<file path="src/rtl/sym_csd_fir.sv">
module sym_csd_fir #(
  parameter int TAPS = 16,
  parameter int IN_W = 12,
  parameter int CW = 12,
  parameter bit ANTISYM = 1'b0,
  parameter logic signed [CW-1:0] COEF [(TAPS+1)/2] =
    '{12'sd3, -12'sd15, 12'sd0, 12'sd87, -12'sd201, -12'sd2048, 12'sd1023, 12'sd2047}
) (
  input  logic clk,
  input  logic rst_n,
  input  logic in_valid,
  input  logic signed [IN_W-1:0] in_sample,
  output logic out_valid,
  output logic signed [IN_W+CW+$clog2((TAPS+1)/2):0] out_data
);
  localparam int HALF   = (TAPS + 1) / 2;
  localparam int LEVELS = $clog2(HALF);
  localparam int LEAVES = 1 << LEVELS;
  localparam int PA_W   = IN_W + 1;
  localparam int OUT_W  = PA_W + CW + LEVELS;
  localparam int LAT    = 3 + LEVELS;
  localparam int DIG    = CW + 1;
  localparam int PW     = $clog2(LAT + 2) + 1;

  // Canonical signed digit mask: positive digits (neg=0) or negative digits (neg=1)
  function automatic logic [DIG-1:0] csd_mask(input int c, input bit neg);
    int v;
    int d;
    logic [DIG-1:0] m;
    m = '0;
    v = c;
    for (int i = 0; i < DIG; i++) begin
      d = 0;
      if (v[0]) d = v[1] ? -1 : 1;
      if (neg ? (d < 0) : (d > 0)) m[i] = 1'b1;
      v = (v - d) >>> 1;
    end
    return m;
  endfunction

  function automatic longint out_bound();
    longint s;
    longint c;
    s = 0;
    for (int k = 0; k < HALF; k++) begin
      c = longint'(COEF[k]);
      if (c < 0) c = -c;
      s += (k == TAPS - 1 - k) ? c : 2 * c;
    end
    return s * (longint'(1) << (IN_W - 1));
  endfunction

  localparam longint BOUND = out_bound();

  logic signed [IN_W-1:0]  hist [TAPS];
  logic signed [PA_W-1:0]  pre  [HALF];
  logic signed [OUT_W-1:0] prod [LEAVES];
  logic signed [OUT_W-1:0] lvl  [LEVELS+1][LEAVES];
  logic [LAT-1:0]          vpipe;

  always_ff @(posedge clk or negedge rst_n)
    if (!rst_n) begin
      for (int i = 0; i < TAPS; i++) hist[i] <= '0;
      vpipe <= '0;
    end else begin
      vpipe <= {vpipe[LAT-2:0], in_valid};
      if (in_valid) begin
        hist[0] <= in_sample;
        for (int i = 1; i < TAPS; i++) hist[i] <= hist[i-1];
      end
    end

  // Fold mirrored taps
  always_ff @(posedge clk)
    for (int k = 0; k < HALF; k++)
      if (k == TAPS - 1 - k) pre[k] <= PA_W'(hist[k]);
      else if (ANTISYM)      pre[k] <= hist[k] - hist[TAPS-1-k];
      else                   pre[k] <= hist[k] + hist[TAPS-1-k];

  // Shift-and-add constant products; zero digits fold away
  for (genvar k = 0; k < LEAVES; k++) begin : g_prod
    if (k < HALF) begin : g_tap
      localparam logic [DIG-1:0] PM = csd_mask(int'(COEF[k]), 1'b0);
      localparam logic [DIG-1:0] NM = csd_mask(int'(COEF[k]), 1'b1);
      logic signed [OUT_W-1:0] acc;
      always_comb begin
        acc = '0;
        for (int i = 0; i < DIG; i++) begin
          if (PM[i]) acc = acc + (OUT_W'(pre[k]) <<< i);
          if (NM[i]) acc = acc - (OUT_W'(pre[k]) <<< i);
        end
      end
      assign prod[k] = acc;
    end else begin : g_pad
      assign prod[k] = '0;
    end
  end

  // Registered balanced adder tree
  always_ff @(posedge clk) begin
    for (int j = 0; j < LEAVES; j++) lvl[0][j] <= prod[j];
    for (int l = 0; l < LEVELS; l++)
      for (int j = 0; j < LEAVES; j++)
        if (j < (LEAVES >> (l + 1))) lvl[l+1][j] <= lvl[l][2*j] + lvl[l][2*j+1];
        else                         lvl[l+1][j] <= '0;
  end

  assign out_valid = vpipe[LAT-1];
  assign out_data  = lvl[LEVELS][0];

  // Samples accepted but not yet delivered
  logic [PW-1:0] pend;
  always_ff @(posedge clk or negedge rst_n)
    if (!rst_n) pend <= '0;
    else        pend <= pend + PW'(in_valid) - PW'(out_valid);

  assert_out_has_source_R1: assert property (@(posedge clk) disable iff (!rst_n)
    out_valid |-> pend != '0);
  assert_pipeline_depth_R1: assert property (@(posedge clk) disable iff (!rst_n)
    int'(pend) <= LAT);
  assert_idle_holds_history_R4: assert property (@(posedge clk) disable iff (!rst_n)
    !in_valid |=> $stable(hist[0]) && $stable(hist[TAPS-1]));
  assert_accept_enters_head_R4: assert property (@(posedge clk) disable iff (!rst_n)
    in_valid |=> hist[0] == $past(in_sample));
  assert_no_overflow_R7: assert property (@(posedge clk) disable iff (!rst_n)
    out_valid |-> (longint'(out_data) <= BOUND) && (longint'(out_data) >= -BOUND));
endmodule

</file>
<file path="config.mk">
export PLATFORM = sky130hd
export DESIGN_NAME = sym_csd_fir
export DESIGN_NICKNAME = d
export VERILOG_FILES = /design/src/rtl/sym_csd_fir.sv
export SDC_FILE = /design/constraint.sdc
export NUM_CORES = 1
export LEC_CHECK = 0
export BUFFER_PORTS_ARGS = -buffer_cell sky130_fd_sc_hd__buf_2
export CORE_ASPECT_RATIO = 0.7
export CORE_MARGIN = 3
export CORE_UTILIZATION = 45
export CTS_CLUSTER_SIZE = 8
export DETAILED_ROUTE_END_ITERATION = 16
export GPL_TIMING_DRIVEN = 0
export SYNTH_ARGS = -nofsm -noshare
export SYNTH_HDL_FRONTEND = slang
export SYNTH_SLANG_ARGS = --single-unit
export TNS_END_PERCENT = 20
</file>
<file path="constraint.sdc">
create_clock -name clk -period 4.5 [get_ports clk]
set_input_delay 0.675 -clock clk [delete_from_list [all_inputs] [get_ports clk]]
set_output_delay 0.675 -clock clk [all_outputs]
set_load 0.01 [all_outputs]
</file>
==> results of run 1 <==
==> cell families after synthesis <==
group	after synthesis	share of synthesized area [%]
fa+ha+maj	385	16.3
buf+inv	345	4.38
compound gates	683	13.9
simple gates	691	10.4
xor+xnor	254	6.95
flops	618	41.8
mux	179	6.30
==> state kept, by name, indices dropped and copies added, names as in the netlist <==
register / count
lvl: 329
hist: 192
pre: 91
vpipe: 6
==> final timing paths <==
path / startpoint / to / slack [ps]
min in group clk: in_valid / vpipe[0]$_DFF_PN0_ / 170
max in group asynchronous: rst_n / hist[87]$_DFFE_PN0P_ / 3500
min reg2reg: lvl[0][85]$_DFF_P_ / lvl[0][365]$_DFF_P_ / 320
max: pre[1][12]$_DFF_P_ / lvl[0][104]$_DFF_P_ / 560
max reg2reg: pre[1][12]$_DFF_P_ / lvl[0][104]$_DFF_P_ / 560
min: rst_n / hist[190]$_DFFE_PN0P_ / -6
==> cell type report <==
class	count	area (µm²)
sequential	618	13400
timing repair buffer	44	253
fill	6330	34300
buffer	68	362
clock buffer	123	2400
clock inverter	3	33.8
multi-input combinational	2192	17200
inverter	277	1040
tap	954	1190
==> worst register-to-register path, cell delays in order (launching register included) <==
cell and delay (ps):
dfxtp_1 440, inv_1 220, fa_1 530, inv_1 50
fa_1 490, inv_1 40, ha_1 380, a21o_1 240
a21o_1 190, a21o_1 170, a211oi_1 210, o21ai_0 220
a41o_1 290, a21oi_1 170, xnor2_1 180
==> placed cells by master (no fill, tap or decap), drive strengths merged, types with 31 or more instances in the layout <==
master / instances
xnor2: 185
a21oi: 178
nand3: 53
dfrtp: 198
a21boi: 31
dfxtp: 420
buf: 75
ha: 332
a211oi: 36
mux2: 178
fa: 53
clkbuf: 160
xor2: 69
a31oi: 36
nand2b: 31
nand2: 155
a21o: 78
inv: 279
nor2: 205
nor3: 66
o21ai: 160
nor2b: 53
==> routing by layer <==
| metal | track usage, % | routed length, µm | vias up | share of wire, % |
|---|---|---|---|---|
| met4 | 4.38 | 1190 | 0 | 1.6 |
| met2 | 27.7 | 29100 | 474 | 40 |
| met5 | 0 | 0 | - | 0 |
| met3 | 3.73 | 3810 | 81 | 5.2 |
| li1 | - | - | 11278 | - |
| met1 | 30.8 | 39500 | 10702 | 54 |
==> metrics by stage <==
step,hold WS (ps),utilization [%]
3_5_place_dp,313,47.7
6_report,-6.18,51.1
5_1_grt,17.3,51.1
3_3_place_gp,314,47.6
2_1_floorplan,310,-
4_1_cts,16.4,51.1
==> cells in the mapped netlist (31+ instances only) <==
cell type and count:
dfxtp_1 420, ha_1 332, inv_1 277, nor2_1 205, dfrtp_1 198, xnor2_1 185
a21oi_1 178, mux2_2 178, o21ai_0 157, nand2_1 155, a21o_1 78, xor2_1 69
nor3_1 66, fa_1 53, nand3_1 53, nor2b_1 53, a31oi_1 36, clkbuf_1 36
a211oi_1 33, a21boi_0 31, nand2b_1 31
==> run metrics, run 1 <==
worst setup path category reg -> reg; Synthesized Nets 3,555; asr flop ratio synth 32.0%; number of CTS-inserted buffers 87; WP buf/inv 3; average cell area after synthesis 10.1 µm²; crit path time final 3940 ps; Largest delay share family, worst path compound AO/OA/AOI/OAI gates; initial drt markers 1,546; die area 74,400 µm²; CP Capture Type flip-flop; total grt overflow 0; gp weighted congestion 0.865; post-synth top area share 26.3%; Sink Count 618; fin cells 4,279; Clk Latency, worst-skew pair 640 ps; fin nets 3,688; CP required 5020 ps; Clock Path Buffers 3; DRC Markers 0; drt via density 5.27; largest net degree at the start of global routing 121; synth unique cells 74; slowest stage cell, crit path fa_1; Area contributors post-synth dfxtp_1 (26%), dfrtp_1 (15%), ha_1 (13%); RSZ-0062 raised after global routing false; CTS hold repair buffers 0; layout cells sized above 1 11.2%; ordered cell list for the critical path inv_1, fa_1, inv_1, fa_1, inv_1, ha_1, a21o_1, a21o_1, a21o_1, a211oi_1, o21ai_0, a41o_1, a21oi_1, xnor2_1; final setup fails 0; Register-to-Register Path Depth 14; Design Area, Final 35,900 µm²; first-pass GRT wire length 119,000 µm; register area share after synthesis 41.8%; WHS -6.18 ps; placed cells 4,153; num rows 81; Post-Syn Area 32,000 µm²; Final ANT Viol Nets 0; CTS tree built; via count 22,535; setup TNS 0 ps; synth warn 0; CP max FO 7; HP Class in -> async; Die Y-Extent 229 µm; Tot GR Track Use 19.7%; Area growth syn-to-layout 12.1%; core footprint 70,100 µm²; clk slew on worst S/H paths 50 ps; setup ws final 560 ps; DRT Wirelength 73,600 µm; final hold vios 4; Detail Placement HPWL 58,100 µm; DP Worst Slack 603 ps; Max H-tree Level 3; clk root buf clkbuf_16; status complete, but fails checks; Initial Utilization 45.6%; CP Launch Type flip-flop; slowest stage delay, CP 530 ps; number of synthesized flops with an enable pin 0; critical path arrival 4460 ps; num ports 44; DIE WIDTH 325 µm; setup repair bufs after CTS 0; failing checks negative hold slack; Primary FF master, synth dfxtp_1; placed cell area 33,400 µm²; period utilisation layout 87.5%; drt first pass iters 5; vias in the first global route 22,223; Yosys top cell by area dfxtp_1; Max Slew Vio Count 0; post-CTS sizing 0; MaxCap Viol Count 0; IO buf count 43; # diodes 0; Seq cells post-synth 618; synthesized instance count 3,155; Clock Skew 26.2 ps; headroom to the max-slew limit 35.8%; WL per Instance 17.2 µm; cell count along the critical path 14; worst slew pin tran 963 ps; FMAX 0.254 GHz; initial antenna violation count 0
Power of run 1 is not shown: default switching activity piles up to over one toggle a cycle in this logic, so the estimate is an artifact.
==> inputs of run 2 (changes only) <==
--- a/config.mk
+++ b/config.mk
@@ -6,7 +6,6 @@
 export NUM_CORES = 1
 export LEC_CHECK = 0
 export BUFFER_PORTS_ARGS = -buffer_cell sky130_fd_sc_hd__buf_2
-export CORE_ASPECT_RATIO = 0.7
 export CORE_MARGIN = 3
 export CORE_UTILIZATION = 45
 export CTS_CLUSTER_SIZE = 8
==> run 2 against run 1 <==
Effect of this change:
- the flow now finishes without violations
- worst setup slack worse by 4.5 ps
- design area hardly changed
- maximum frequency shrank 0.12%
- clock-buffer cell count decreased by 2
- highest routed layer is now met5
- cell count fell by 0.28%
- hold slack improved by 24 ps
- via count shrank 0.69%
- global-route usage shrank 0.94 points
- sequential share of layout area hardly changed
- first-iteration DRC count is 23% lower
- utilization shrank 0.12 points
==> run metrics, run 2 (synthesized netlist as in run 1, its figures left out) <==
slowest stage delay, CP 530 ps; fin cells 4,267; DIE WIDTH 273 µm; Clock Path Buffers 3; CP Launch Type flip-flop; final hold vios 0; clk root buf clkbuf_16; drt first pass iters 7; CP Capture Type flip-flop; Clk Latency, worst-skew pair 630 ps; num ports 44; num rows 97; Area growth syn-to-layout 12.1%; WL per Instance 16.4 µm; clk slew on worst S/H paths 50 ps; DRT Wirelength 69,900 µm; Sink Count 618; Max Slew Vio Count 0; Initial Utilization 45.5%; initial drt markers 1,189; fin nets 3,688; total grt overflow 0; Top reg by flops lvl; IO buf count 43; number of CTS-inserted buffers 87; placed cell area 33,400 µm²; first-pass GRT wire length 113,000 µm; commonest non-fill, non-tap cell in the layout dfxtp_1; CP required 5020 ps; core footprint 70,300 µm²; setup repair bufs after CTS 0; drt via density 5.24; commonest cells after routing, fill and taps aside dfxtp_1 (420), ha_1 (332), inv_1 (277), nor2_1 (205), dfrtp_1 (198); HP Class in -> async; worst slew pin tran 1000 ps; CP max FO 7; status finished, final reports clean; CTS hold repair buffers 0; largest net degree at the start of global routing 114; ordered cell list for the critical path inv_1, fa_1, inv_1, fa_1, inv_1, ha_1, a21o_1, a21o_1, a21o_1, a211oi_1, o21ai_0, a41o_1, a21oi_1, xnor2_1; Die Y-Extent 273 µm; Clock Skew 26.7 ps; reg2reg end lvl[0][104]$_DFF_P_; # fillers 6,206; MaxCap Viol Count 0; max FFs per register 329; CTS tree built; vias in the first global route 22,382; initial antenna violation count 4; R2R Path Start pre[1][12]$_DFF_P_; largest registers lvl x329, hist x192, pre x91; Design Area, Final 35,900 µm²; R2R setup slack 560 ps; post-CTS sizing 0; worst setup path category reg -> reg; setup TNS 0 ps; DRC Markers 0; die area 74,300 µm²; Final ANT Viol Nets 0; period utilisation layout 87.7%; Register-to-Register Path Depth 14; placed cells 4,139; Max H-tree Level 3; Detail Placement HPWL 54,900 µm; Tot GR Track Use 18.7%; critical path arrival 4460 ps; FMAX 0.254 GHz; final setup fails 0; RSZ-0062 raised after global routing false; slowest stage cell, crit path fa_1; via count 22,379; gp weighted congestion 0.860; layout cells sized above 1 11.2%; headroom to the max-slew limit 33.2%; crit path time final 3940 ps
[run 2: layout make-up]
cell class / count / area, µm² / share of cell area [%]
sequential: 618 / 13400 / 37.3
timing repair buffer: 44 / 253 / 0.705
antenna: 1 / 2.50 / 0.00698
clock buffer: 121 / 2350 / 6.55
inverter: 277 / 1040 / 2.90
multi-input combinational: 2192 / 17200 / 48.0
buffer: 68 / 362 / 1.01
clock inverter: 6 / 88.8 / 0.248
tap: 940 / 1180 / 3.28
[run 2: layer usage]
metal | track usage [%] | part of all wire [%] | vias to the layer above
li1 | - | - | 11259
met1 | 24.1 | 46 | 10551
met2 | 31.6 | 47 | 440
met3 | 3.50 | 4.5 | 127
met4 | 6.44 | 2.5 | 2
met5 | 0 | 0.019 | -
[run 2: worst max-delay path, delay by kind of cell, from the launching register on]
kind                     cells  cell delay, ps
buffers and inverters        3             320
AO/OA/AOI/OAI                7            1490
XOR/XNOR                     1             180
flip-flops                   1             450
adder cells (fa/ha/maj)      3            1390
[run 2: worst max path at each step]
stage,from,to,cells past startpoint
global route,pre[1][12]$_DFF_P_,lvl[0][104]$_DFF_P_,14
CTS,pre[1][12]$_DFF_P_,lvl[0][104]$_DFF_P_,14
finish,pre[1][12]$_DFF_P_,lvl[0][104]$_DFF_P_,14
detailed placement,pre[1][12]$_DFF_P_,lvl[0][104]$_DFF_P_,14
global placement,rst_n,hist[180]$_DFFE_PN0P_,1
floorplan,pre[1][12]$_DFF_P_,lvl[0][104]$_DFF_P_,14
[run 2: stage by stage]
step | hold slack (ps) | setup slack (ps) | util [%]
floorplan | 310 | 1030 | -
global placement | 312 | -442 | 47.5
detailed placement | 312 | 562 | 47.6
CTS | 33.6 | 545 | 51.0
global route | 55.4 | 303 | 51.0
finish | 18.3 | 556 | 51.0
Power of run 2 is left out for the same reason.
==> inputs of run 3 (changes only) <==
--- a/config.mk
+++ b/config.mk
@@ -11,6 +11,7 @@
 export CTS_CLUSTER_SIZE = 8
 export DETAILED_ROUTE_END_ITERATION = 16
 export GPL_TIMING_DRIVEN = 0
+export HOLD_SLACK_MARGIN = 0.05
 export SYNTH_ARGS = -nofsm -noshare
 export SYNTH_HDL_FRONTEND = slang
 export SYNTH_SLANG_ARGS = --single-unit
==> run 3 against run 2 <==
Effect of this change:
- maximum frequency hardly changed
- critical endpoint unchanged
- worst setup slack worse by 0.81 ps
- routed wire length hardly changed
- hold slack better by 160 ps
- design area about the same
- highest routed layer unchanged
- non-clock buffer count grew 1
- global-route usage is essentially flat
- flip-flop and latch count did not move
==> run metrics, run 3 (synthesized netlist as in run 1, its figures left out) <==
Top reg by flops lvl; initial drt markers 1,241; WL per Instance 16.4 µm; Clock Skew 26.0 ps; status finished, final reports clean; Detail Placement HPWL 54,900 µm; reg2reg end lvl[0][104]$_DFF_P_; R2R Path Start pre[1][12]$_DFF_P_; Worst Hold Depth 1; commonest non-fill, non-tap cell in the layout dfxtp_1; commonest cells after routing, fill and taps aside dfxtp_1 (420), ha_1 (332), inv_1 (277), nor2_1 (205), dfrtp_1 (198); setup TNS 0 ps; Register-to-Register Path Depth 14; WHS 179 ps; final setup fails 0; Sink Count 618; Clock Path Buffers 3; fin nets 3,689; FMAX 0.253 GHz; RSZ-0062 raised after global routing false; Tot GR Track Use 18.7%; drt via density 5.24; CP Launch Type flip-flop; die area 74,300 µm²; period utilisation layout 87.7%; MaxCap Viol Count 0; placed cells 4,139; headroom to the max-slew limit 32.6%; DIE WIDTH 273 µm; drt first pass iters 7; layout cells sized above 1 11.2%; IO buf count 43; num ports 44; CP required 5020 ps; via count 22,366; initial antenna violation count 4; R2R setup slack 550 ps; Area growth syn-to-layout 12.1%; largest registers lvl x329, hist x192, pre x91; Clk Latency, worst-skew pair 630 ps; crit path time final 3950 ps; number of CTS-inserted buffers 87; DRC Markers 0; worst slew pin tran 1010 ps; CP Capture Type flip-flop; Max H-tree Level 3; Final ANT Viol Nets 0; HP Class in -> reg; post-CTS sizing 0; core footprint 70,300 µm²; Initial Utilization 45.5%; gp weighted congestion 0.860; final hold vios 0; worst setup path category reg -> reg; vias in the first global route 22,388; clk slew on worst S/H paths 50 ps; Die Y-Extent 273 µm; Hold EP vpipe[0]$_DFF_PN0_; Max Slew Vio Count 0; fin cells 4,268; DRT Wirelength 69,900 µm; first-pass GRT wire length 113,000 µm; max FFs per register 329; clk root buf clkbuf_16; Worst Hold Launch in_valid; CTS tree built; critical path arrival 4470 ps; CP max FO 7; total grt overflow 0; num rows 97; largest net degree at the start of global routing 114
-- run 3: cell count changes in the layout (fill, tap and decap cells not counted) --
cell           change
dlygate4sd3_1      +1
-- run 3: final cells by class --
| cell class | instances | area (µm²) |
|---|---|---|
| fillers | 6205 | 34400 |
| multi-input cells | 2192 | 17200 |
| flip-flops and latches | 618 | 13400 |
| clock buffers | 121 | 2350 |
| well taps | 940 | 1180 |
| inverters | 277 | 1040 |
| plain buffers | 68 | 362 |
| repair buffers | 45 | 263 |
| clock inverters | 6 | 88.8 |
| diodes | 1 | 2.50 |
-- run 3: critical path: stages (launching register included) --
cell	delay, ps
dfxtp_1	450
inv_1	220
fa_1	530
inv_1	50
fa_1	500
inv_1	50
ha_1	360
a21o_1	220
a21o_1	180
a21o_1	170
a211oi_1	220
o21ai_0	230
a41o_1	290
a21oi_1	180
xnor2_1	180
-- run 3: what timing repair did --
action                     CTS  global route
hold endpoints to repair     9             0
hold buffers                 1             0
setup endpoints to repair    0             0
buffers inserted             0             0
-- run 3: worst max-delay path by stage --
stage | from | endpoint | slack [ps]
finish | pre[1][12]$_DFF_P_ | lvl[0][104]$_DFF_P_ | 550
global route | pre[1][12]$_DFF_P_ | lvl[0][104]$_DFF_P_ | 300
CTS | pre[1][12]$_DFF_P_ | lvl[0][104]$_DFF_P_ | 550
detailed placement | pre[1][12]$_DFF_P_ | lvl[0][104]$_DFF_P_ | 560
global placement | rst_n | hist[180]$_DFFE_PN0P_ | -440
floorplan | pre[1][12]$_DFF_P_ | lvl[0][104]$_DFF_P_ | 1030
-- run 3: routing by layer --
| metal | track usage [%] | vias up | share of wire (%) |
|---|---|---|---|
| met5 | 0 | - | 0.019 |
| met3 | 3.50 | 123 | 4.3 |
| met4 | 6.44 | 2 | 2.5 |
| met2 | 31.6 | 432 | 47 |
| li1 | - | 11267 | - |
| met1 | 24.1 | 10542 | 46 |
-- run 3: metrics by stage --
step / setup WS (ps) / utilization (%) / cell area (µm²)
2_1_floorplan: 1030 / - / 32000
3_3_place_gp: -442 / 47.5 / 33400
3_5_place_dp: 562 / 47.6 / 33400
4_1_cts: 545 / 51.0 / 35900
5_1_grt: 303 / 51.0 / 35900
6_report: 555 / 51.0 / 35900
Power of run 3 is left out for the same reason.
